$ cat src/rtl/pdma_pkg.sv
// Shared definitions for the packet DMA burst sequencer.
package pdma_pkg;
    typedef enum logic [2:0] {
        ST_IDLE,
        ST_PLAN,
        ST_HOLD,
        ST_REQ,
        ST_DATA
    } seq_state_e;
endpackage

$ cat src/rtl/pdma_size_pick.sv
// Burst length selector.
// What it does: from the remaining word count, the maximum burst and the
// mode controls, computes the burst length and how many of its beats carry
// real data.
// Assumes: rem_i > 0, max_i > 0, CNT_W >= 5.
module pdma_size_pick #(
    parameter int CNT_W = 16,
    parameter int ML_W  = 9
) (
    input  logic [CNT_W-1:0] rem_i,
    input  logic [ML_W-1:0]  max_i,
    input  logic             fixed_i,
    input  logic             mixed_i,
    input  logic             retry_i,
    input  logic             split_i,
    output logic [CNT_W-1:0] len_o,
    output logic [CNT_W-1:0] real_o
);
    localparam int W = (CNT_W > ML_W) ? CNT_W : ML_W;

    logic [W-1:0] rem_w, max_w, cap_w, len_w, real_w;

    // Largest member of the fixed size set not above lim.
    function automatic logic [W-1:0] fit(input logic [W-1:0] lim);
        if (lim >= W'(16))     return W'(16);
        else if (lim >= W'(8)) return W'(8);
        else if (lim >= W'(4)) return W'(4);
        else                   return W'(1);
    endfunction

    // Widen the inputs and form the capped length.
    always_comb begin
        rem_w = W'(rem_i);
        max_w = W'(max_i);
        cap_w = (rem_w < max_w) ? rem_w : max_w;
    end

    // Choose the burst length according to the active rule.
    always_comb begin
        if (retry_i) begin
            len_w  = split_i ? fit(cap_w) : rem_w;
            real_w = len_w;
        end else if (fixed_i) begin
            len_w  = fit(max_w);
            real_w = (rem_w < len_w) ? rem_w : len_w;
        end else if (mixed_i) begin
            len_w  = (cap_w > W'(16)) ? cap_w : fit(cap_w);
            real_w = len_w;
        end else begin
            len_w  = cap_w;
            real_w = len_w;
        end
    end

    assign len_o  = CNT_W'(len_w);
    assign real_o = CNT_W'(real_w);
endmodule

$ cat src/rtl/pdma_level_gate.sv
// Buffer level gate.
// What it does: reports whether the local buffer can serve a burst of need_i
// real words in the given direction.
// Assumes: level inputs are current for the cycle they are sampled.
module pdma_level_gate #(
    parameter int CNT_W = 16,
    parameter int LVL_W = 8
) (
    input  logic             is_write_i,
    input  logic [LVL_W-1:0] space_i,
    input  logic [LVL_W-1:0] data_i,
    input  logic [CNT_W-1:0] need_i,
    output logic             ok_o
);
    localparam int W = (CNT_W > LVL_W) ? CNT_W : LVL_W;

    // Compare the relevant level against the real word count.
    always_comb begin
        if (is_write_i) ok_o = W'(data_i)  >= W'(need_i);
        else            ok_o = W'(space_i) >= W'(need_i);
    end
endmodule

$ cat src/rtl/pdma_burst_seq.sv
// Packet DMA burst sequencer (top).
// What it does: splits one transfer into bursts, gates each request on the
// buffer level, runs the data beats, pads in fixed mode, and restarts the
// transfer at the first unfinished word after an abort.
// Assumes: mode and level inputs are held steady while a burst is planned.
// Assumes: bus_beat_i/bus_abort_i matter only in the data phase.
// Assumes: addresses advance by WORD_BYTES per real word.
module pdma_burst_seq #(
    parameter int ADDR_W     = 32,
    parameter int CNT_W      = 16,
    parameter int PBL_W      = 6,
    parameter int LVL_W      = 8,
    parameter int WORD_BYTES = 4
) (
    input  logic              clk,
    input  logic              rst_n,
    input  logic              start_i,
    input  logic              dir_wr_i,
    input  logic [ADDR_W-1:0] start_addr_i,
    input  logic [CNT_W-1:0]  word_cnt_i,
    input  logic [PBL_W-1:0]  rd_pbl_i,
    input  logic [PBL_W-1:0]  wr_pbl_i,
    input  logic              pbl_x8_i,
    input  logic              fixed_i,
    input  logic              mixed_i,
    input  logic              retry_split_i,
    input  logic [LVL_W-1:0]  buf_space_i,
    input  logic [LVL_W-1:0]  buf_data_i,
    output logic              bus_req_o,
    input  logic              bus_gnt_i,
    output logic [ADDR_W-1:0] bus_addr_o,
    output logic [CNT_W-1:0]  bus_len_o,
    input  logic              bus_beat_i,
    input  logic              bus_abort_i,
    output logic              bus_last_o,
    output logic              bus_dummy_o,
    output logic              busy_o,
    output logic              done_o
);
    import pdma_pkg::*;

    localparam int ML_W = PBL_W + 3;

    seq_state_e        state_q;
    logic [ADDR_W-1:0] addr_q;
    logic [CNT_W-1:0]  rem_q, len_q, real_q, beat_q;
    logic              dir_q, retry_q, done_q;

    logic [PBL_W-1:0]  pbl_sel;
    logic [ML_W-1:0]   max_len;
    logic [CNT_W-1:0]  pick_len, pick_real, rem_after;
    logic              lvl_ok, beat_real, beat_final;

    // Maximum burst from the setting of the latched direction.
    always_comb begin
        pbl_sel = dir_q ? wr_pbl_i : rd_pbl_i;
        max_len = (pbl_sel == '0) ? ML_W'(1) : ML_W'(pbl_sel);
        if (pbl_x8_i) max_len = max_len << 3;
    end

    pdma_size_pick #(.CNT_W(CNT_W), .ML_W(ML_W)) i_pick (
        .rem_i   (rem_q),
        .max_i   (max_len),
        .fixed_i (fixed_i),
        .mixed_i (mixed_i),
        .retry_i (retry_q),
        .split_i (retry_split_i),
        .len_o   (pick_len),
        .real_o  (pick_real)
    );

    pdma_level_gate #(.CNT_W(CNT_W), .LVL_W(LVL_W)) i_gate (
        .is_write_i (dir_q),
        .space_i    (buf_space_i),
        .data_i     (buf_data_i),
        .need_i     (real_q),
        .ok_o       (lvl_ok)
    );

    // Beat classification within the current burst.
    always_comb begin
        beat_real  = beat_q < real_q;
        beat_final = beat_q == (len_q - CNT_W'(1));
        rem_after  = beat_real ? (rem_q - CNT_W'(1)) : rem_q;
    end

    // Sequencer state, counters and completion pulse.
    always_ff @(posedge clk) begin
        if (!rst_n) begin
            state_q <= ST_IDLE;
            addr_q  <= '0;
            rem_q   <= '0;
            len_q   <= '0;
            real_q  <= '0;
            beat_q  <= '0;
            dir_q   <= 1'b0;
            retry_q <= 1'b0;
            done_q  <= 1'b0;
        end else begin
            done_q <= 1'b0;
            case (state_q)
                ST_IDLE: begin
                    if (start_i && (word_cnt_i != '0)) begin
                        addr_q  <= start_addr_i;
                        rem_q   <= word_cnt_i;
                        dir_q   <= dir_wr_i;
                        retry_q <= 1'b0;
                        state_q <= ST_PLAN;
                    end
                end
                ST_PLAN: begin
                    len_q   <= pick_len;
                    real_q  <= pick_real;
                    state_q <= ST_HOLD;
                end
                ST_HOLD: begin
                    if (lvl_ok) state_q <= ST_REQ;
                end
                ST_REQ: begin
                    if (bus_gnt_i) begin
                        beat_q  <= '0;
                        state_q <= ST_DATA;
                    end
                end
                ST_DATA: begin
                    if (bus_abort_i) begin
                        retry_q <= 1'b1;
                        if (rem_q == '0) begin
                            state_q <= ST_IDLE;
                            done_q  <= 1'b1;
                        end else begin
                            state_q <= ST_PLAN;
                        end
                    end else if (bus_beat_i) begin
                        if (beat_real) begin
                            rem_q  <= rem_after;
                            addr_q <= addr_q + ADDR_W'(WORD_BYTES);
                        end
                        beat_q <= beat_q + CNT_W'(1);
                        if (beat_final) begin
                            if (rem_after == '0) begin
                                state_q <= ST_IDLE;
                                done_q  <= 1'b1;
                            end else begin
                                state_q <= ST_PLAN;
                            end
                        end
                    end
                end
                default: state_q <= ST_IDLE;
            endcase
        end
    end

    // Bus and status outputs.
    always_comb begin
        bus_req_o   = state_q == ST_REQ;
        bus_addr_o  = addr_q;
        bus_len_o   = len_q;
        bus_last_o  = (state_q == ST_DATA) && beat_final;
        bus_dummy_o = (state_q == ST_DATA) && !beat_real;
        busy_o      = state_q != ST_IDLE;
        done_o      = done_q;
    end
endmodule

$ cat config.mk
export PLATFORM = sky130hd
export DESIGN_NAME = pdma_burst_seq
export DESIGN_NICKNAME = d
export VERILOG_FILES = /design/src/rtl/pdma_pkg.sv /design/src/rtl/pdma_size_pick.sv /design/src/rtl/pdma_level_gate.sv /design/src/rtl/pdma_burst_seq.sv
export SDC_FILE = /design/constraint.sdc
export NUM_CORES = 1
export LEC_CHECK = 0
export BUFFER_PORTS_ARGS = -buffer_cell sky130_fd_sc_hd__buf_2
export CAP_MARGIN = 20
export CORE_UTILIZATION = 57
export DETAILED_ROUTE_END_ITERATION = 8
export MAX_ROUTING_LAYER = met4
export PLACE_DENSITY = 0.83
export RECOVER_POWER = 50
export REMOVE_ABC_BUFFERS = 1
export SYNTH_ARGS = -nofsm -noshare
export SYNTH_HDL_FRONTEND = slang
export SYNTH_SLANG_ARGS = --single-unit
$ cat constraint.sdc
create_clock -name clk -period 4.75 [get_ports clk]
set_input_delay 0.95 -clock clk [delete_from_list [all_inputs] [get_ports clk]]
set_output_delay 0.95 -clock clk [all_outputs]
set_load 0.02 [all_outputs]
Word level (Yosys, flattened, before mapping)

Cells that the tools add are included.

$add $sub $neg: 4
Bitwise gates (word level): 0
Divide/modulo/power cells: 0
Multiplexer cells: 53
Magnitude comparators: 12
Reductions and logical operators: 18
Multipliers: 0
Shifts and indexed selects: 0
Equality and inequality tests: 14

Operator list:

| cell                                                                              | count |
|---|---|
| 16-bit 2-to-1 mux                                                                 | 23 |
| 32-bit 2-to-1 mux                                                                 | 4 |
| 16-bit case mux with 2 select lines                                               | 2 |
| 32-bit case mux with 2 select lines                                               | 1 |
| 32-bit by 3-bit adder with 32-bit output (second input constant)                  | 1 |
| 8-bit by 16-bit >= comparator with 1-bit output                                   | 2 |
| 16-bit zero test                                                                  | 2 |
| 16-bit < comparator                                                               | 2 |
| 16-bit by 1-bit subtractor with 16-bit output (second input constant)             | 2 |
| 3-bit 2-to-1 mux                                                                  | 8 |
| 16-bit by 1-bit adder with 16-bit output (second input constant)                  | 1 |
| 16-bit equality test                                                              | 1 |
| 16-bit by 3-bit >= comparator with 1-bit output (second input constant)           | 1 |
| 16-bit by 4-bit >= comparator with 1-bit output (second input constant)           | 1 |
| 16-bit by 5-bit >= comparator with 1-bit output (second input constant)           | 1 |
| 16-bit by 5-bit greater-than comparator with 1-bit output (second input constant) | 1 |
| 16-bit by 9-bit < comparator with 1-bit output                                    | 1 |
| 16-bit nonzero test                                                               | 1 |
| 3-bit case mux with 5 select lines                                                | 1 |
| 6-bit 2-to-1 mux                                                                  | 2 |
| 1-bit 2-to-1 mux                                                                  | 10 |
| 2-bit inequality test (second input constant)                                     | 5 |
| 5-bit AND reduction                                                               | 2 |
| 9-bit by 3-bit >= comparator with 1-bit output (second input constant)            | 1 |
| other kinds (18)                                                                  | 25 |

ROM bits: 0
Memories kept: 0
RAM bits: 0
Bits of input ports: 87
Latch bits: 0
Flip-flop bits (word level): 102
Output and inout port bits: 53

Logic depth before layout (Yosys ltp)

Depth in word-level cells: 14
Depth in mapped cells: 16
Gate-level depth less buffers: 13

By module

A second synthesis with hierarchy kept.

Cell total of the unflattened synthesis: 1050
Area, all modules: 7897.6 sq um

Modules (own cells, without submodules):

| module          | cells each | instances | sequential area each (sq um) | area an instance (sq um) |
|---|---|---|---|---|
| pdma_burst_seq  | 848        | 1         | 2042.0                       | 6454.9 |
| pdma_size_pick  | 156        | 1         | 0.0                          | 1036.0 |
| pdma_level_gate | 46         | 1         | 0.0                          | 406.6 |

Least setup slack after synthesis

OpenSTA, ideal clock, no wires.

Path type: in2reg
Start point: input pbl_x8_i
End point: register len_q[0], in the netlist bus_len_o[0]
Data required time: 4.609 ns
Buffers on the path: 2
Stages: 15
Arrival: 3.615 ns
Library setup time: 0.141 ns
Setup slack: 0.994 ns
Cells stage by stage: clkbuf_1 inv_1 and2_1 a31oi_1 inv_1 ha_1 a211oi_1 nand2_1 a311oi_1 o211ai_2 buf_4 mux2i_1 nand3b_1 a311oi_1 a221oi_1

Word-level cells in the longest chain between the ends: 11

RTL lines:

| item                                            | RTL line              | source |
|---|---|---|
| from (decl)                                     | pdma_burst_seq.sv:23  | `input logic pbl_x8_i,` |
| 9-bit 2-to-1 mux (*)                            | pdma_burst_seq.sv:58  | `if (pbl_x8_i) max_len = max_len << 3;` |
| 16-bit by 9-bit < comparator with 1-bit output  | pdma_size_pick.sv:35  | `cap_w = (rem_w < max_w) ? rem_w : max_w;` |
| 16-bit 2-to-1 mux                               | pdma_size_pick.sv:35  |  |
| 16-bit by 3-bit >= comparator with 1-bit output | pdma_size_pick.sv:27  | `else if (lim >= W'(4)) return W'(4);` |
| 3-bit 2-to-1 mux                                | pdma_size_pick.sv:27  |  |
| 16-bit 2-to-1 mux                               | pdma_size_pick.sv:26  | `else if (lim >= W'(8)) return W'(8);` |
| 16-bit 2-to-1 mux                               | pdma_size_pick.sv:25  | `if (lim >= W'(16)) return W'(16);` |
| 16-bit 2-to-1 mux                               | pdma_size_pick.sv:47  | `len_w = (cap_w > W'(16)) ? cap_w : fit(cap_w);` |
| 16-bit 2-to-1 mux                               | pdma_size_pick.sv:46  | `end else if (mixed_i) begin` |
| 16-bit 2-to-1 mux                               | pdma_size_pick.sv:43  | `end else if (fixed_i) begin` |
| 16-bit 2-to-1 mux (*)                           | pdma_size_pick.sv:40  | `if (retry_i) begin` |
| to (signal assigned)                            | pdma_burst_seq.sv:112 | `len_q <= pick_len;` |
| to (decl)                                       | pdma_burst_seq.sv:46  | `logic [CNT_W-1:0] rem_q, len_q, real_q, beat_q;` |

Every way passes the cells marked *; elsewhere a longest branch is shown, timed or not. The select of a mux whose other input is x is not followed.
A chain may end at the register's enable or synchronous reset.

Worst setup path after layout

Start point: register dir_q
End point: register real_q[1]

Word-level cells in the longest chain between the ends: 14

RTL lines:

| item                                           | RTL line              | source |
|---|---|---|
| from (decl)                                    | pdma_burst_seq.sv:47  | `logic dir_q, retry_q, done_q;` |
| from (signal assigned)                         | pdma_burst_seq.sv:106 | `dir_q <= dir_wr_i;` |
| 6-bit 2-to-1 mux (*)                           | pdma_burst_seq.sv:56  | `pbl_sel = dir_q ? wr_pbl_i : rd_pbl_i;` |
| 6-bit zero test                                | pdma_burst_seq.sv:57  | `max_len = (pbl_sel == '0) ? ML_W'(1) : ML_W'(pbl_sel);` |
| 6-bit 2-to-1 mux (*)                           | pdma_burst_seq.sv:57  |  |
| 9-bit 2-to-1 mux (*)                           | pdma_burst_seq.sv:58  |  |
| 9-bit by 3-bit >= comparator with 1-bit output | pdma_size_pick.sv:27  |  |
| 3-bit 2-to-1 mux                               | pdma_size_pick.sv:27  |  |
| 16-bit 2-to-1 mux                              | pdma_size_pick.sv:26  |  |
| 16-bit 2-to-1 mux                              | pdma_size_pick.sv:25  |  |
| 16-bit 2-to-1 mux                              | pdma_size_pick.sv:43  |  |
| 16-bit 2-to-1 mux                              | pdma_size_pick.sv:40  |  |
| 16-bit < comparator                            | pdma_size_pick.sv:45  | `real_w = (rem_w < len_w) ? rem_w : len_w;` |
| 16-bit 2-to-1 mux                              | pdma_size_pick.sv:45  |  |
| 16-bit 2-to-1 mux                              | pdma_size_pick.sv:43  |  |
| 16-bit 2-to-1 mux (*)                          | pdma_size_pick.sv:40  |  |
| to (signal assigned)                           | pdma_burst_seq.sv:113 | `real_q <= pick_real;` |
| to (decl)                                      | pdma_burst_seq.sv:46  |  |

Marked as above.

==> impl_metrics.json <==
{
  "path_buf_inv": 2,
  "crit_path_start": "dir_q",
  "die_area_sq_um": 13500,
  "path_depth": 14,
  "area_delta_synth_final_pct": 13.1,
  "initial_core_util_pct": 58.8,
  "path_clk_slew_ns": 0.07,
  "post-synth-top-area-cell": "dfxtp_1",
  "dp.cells": 1255,
  "cts_buffers": 9,
  "yosys_register_bits": 102,
  "synthCells": 992,
  "grt_antenna_before_repair": 0,
  "path_delay_family": "compound AO/OA/AOI/OAI gates",
  "status": "finished with violations",
  "post_cts_buffers": 0,
  "grt_max_degree": 81,
  "syn_area_sq_um": 7450,
  "async_reset_ff_share_pct": 0,
  "worstSetupEndpointType": "flop",
  "clock_path_buffers": 2,
  "drive_above_1_share_pct": 12.6,
  "ys_seq_area_share_pct": 27.4,
  "drv_cap": 1,
  "fin_setup_tns_ns": 0,
  "ys_top_cells_by_area": "dfxtp_1, ha_1, nor2_1, a21oi_1, nand2_1",
  "antenna_left": 0,
  "maxClockFrequency_ghz": 0.240,
  "crit_path_end": "real_q[1]",
  "hold_buffers": 0,
  "worst_ep_required_time_ns": 4.99,
  "stdcell_count": 1270,
  "crit_path_max_incr_delay_ns": 0.72,
  "htree_levels": 3,
  "ys_types": 76,
  "vias": 7922,
  "ys.flop_type": "dfxtp_1",
  "hold_class": "flop to flop",
  "worstSkewPairLatency_ns": 0.35,
  "startpoint_type": "flop",
  "setup_viol": 0,
  "worstPathCellList": "nor4b_1 -> o22ai_1 -> a31oi_1 -> inv_1 -> ha_1 -> a211oi_1 -> nand2_1 -> a311oi_1 -> o211ai_2 -> buf_4 -> mux2i_1 -> nor4b_1 -> a211oi_1 -> a221oi_1",
  "reg2reg_to": "real_q[1]",
  "drt-initial-drc-count": 671,
  "nets": 1229,
  "regToRegStartpoint": "dir_q",
  "reg2reg_setup_slack_ns": 0.57,
  "drc": 0,
  "dp_hpwl_um": 15500,
  "multi_input_area_sq_um": 5050,
  "synth_edf_count": 0,
  "period_share_pct": 87.9,
  "r2r_cells": 14,
  "crit_arrival_ns": 4.42,
  "grt_use_total_pct": 33.0,
  "cts-resized-gates": 0,
  "rsz0062_at_grt": "no",
  "syn_area_per_cell_sq_um": 7.51,
  "power_density_nw_per_um2": 453,
  "die_h_um": 116,
  "whs_ns": 0.477,
  "path_class": "flop to flop",
  "clock-sinks": 102,
  "place.gp.congestion": 0.959,
  "drt_pass1_iterations": 5,
  "portBuffers": 139,
  "wl_per_cell_um": 16.9,
  "ir_drop_uv": 229,
  "fin_crit_ns": 4.18,
  "tightest_slew_ns": 1.58,
  "seq_area_sq_um": 2040,
  "overflow": 0,
  "grt_pass1_vias": 6912,
  "yosys-top-cells-count": "nor2_1, nand2_1, dfxtp_1",
  "core_area_sq_um": 12700,
  "synth_most_common_cell": "nor2_1",
  "failed_checks": "capacitance limit, slew limit",
  "diodes": 0,
  "yosys_warnings": 0,
  "hold_violations": 0,
  "drv_slew": 34,
  "die_x_um": 116,
  "fillerInstances": 1170,
  "hold_path_depth": 2,
  "grt_pass1_wl_um": 34400,
  "netlist.area_leader.share_pct": 27.4,
  "p_leak_nw": 3.35,
  "clockRootBuffer": "clkbuf_16",
  "viasPerCell": 6.24,
  "cts_tree": "done",
  "crit_slowest_cell": "dfxtp_1",
  "crit_fanout": 13,
  "ios": 140,
  "finalClockSkew_ns": 0.00832,
  "rows": 41,
  "maxSlewHeadroom_pct": -5.02,
  "wirelength_um": 21400
}
## worst register-to-register path, stage by stage, from the launching register on
cell	delay [ns]
dfxtp_1	0.72
nor4b_1	0.37
o22ai_1	0.22
a31oi_1	0.35
inv_1	0.12
ha_1	0.30
a211oi_1	0.20
nand2_1	0.08
a311oi_1	0.29
o211ai_2	0.23
buf_4	0.24
mux2i_1	0.14
nor4b_1	0.44
a211oi_1	0.14
a221oi_1	0.25
## cell usage in the layout, fill, tap and decap left out, types with 6 or more instances in the layout
cell,count
nor4_1,15
o21ai_0,61
xnor2_1,9
nor2b_1,7
nand4_1,14
or3_1,11
o22ai_1,7
and3_1,18
nor4b_1,6
buf_2,87
nand2_1,106
mux2i_1,15
nand2b_1,6
nor3b_1,8
nand3_1,28
ha_1,47
nor3_1,14
nor2_1,120
clkbuf_16,9
dfxtp_1,102
and2_1,10
a221oi_1,6
a211oi_1,23
o21a_1,11
a21oi_1,83
o211ai_1,6
buf_4,9
o2111ai_1,6
a22oi_1,13
a22o_1,7
a31oi_1,18
or4_1,7
xor2_1,22
inv_1,40
clkbuf_1,53
## cell families (layout without fill, tap and decap cells)
| logic type | count (synthesis) | after routing | share of synthesized area, % |
|---|---|---|---|
| simple gates | 393 | 393 | 25.8 |
| xor+xnor | 31 | 31 | 3.64 |
| mux | 22 | 22 | 3.41 |
| compound gates | 299 | 299 | 26.8 |
| buf+inv | 98 | 204 | 5.07 |
| flops | 102 | 102 | 27.4 |
| fa+ha+maj | 47 | 47 | 7.89 |
## per-stage QoR
stage	utilization (%)	power [mW]	setup WS, ns	instance area (sq um)
3_5_place_dp	64.9	3.11	0.370	8230
4_1_cts	67.0	3.79	0.692	8490
3_3_place_gp	64.9	3.08	0.444	8230
6_report	66.6	3.82	0.575	8430
5_1_grt	66.6	4.09	0.365	8430
2_1_floorplan	-	2.54	-1.13	7230
## metal layers
layer	share of wire, %	global-route usage, %
met5	0	-
met1	46	44.7
met3	6.5	3.89
met2	46	51.7
met4	2.0	9.83
## flip-flops by register name (all words and copies together), names as in the netlist
signal	cells
retry_q	1
state_q	3
bus_len_o	16
done_o	1
dir_q	1
beat_q	16
rem_q	16
real_q	16
bus_addr_o	32
## power by group
part	total [mW]	switching (mW)	internal, mW
Clock	0.682	0.331	0.352
Combinational	1.92	1.19	0.730
Sequential	1.22	0.227	0.994
## worst min-delay path by stage
stage / startpoint / to / slack, ns
after global routing: real_q[10] / real_q[10] / 0.49
after floorplan: real_q[8] / real_q[8] / 0.45
after CTS: real_q[10] / real_q[10] / 0.48
final: real_q[10] / real_q[10] / 0.48
after global placement: real_q[11] / real_q[11] / 0.46
after detailed placement: real_q[10] / real_q[10] / 0.47
## area by class of cell
class / instances / share of cell area, %
Tap cell: 172 / 2.55
Timing Repair Buffer: 150 / 8.50
Multi-Input combinational cell: 792 / 59.9
Sequential cell: 102 / 24.2
Clock buffer: 9 / 2.67
Clock inverter: 5 / 0.415
Inverter: 40 / 1.78
No activity file was read; power rests on OpenSTA's default activity.
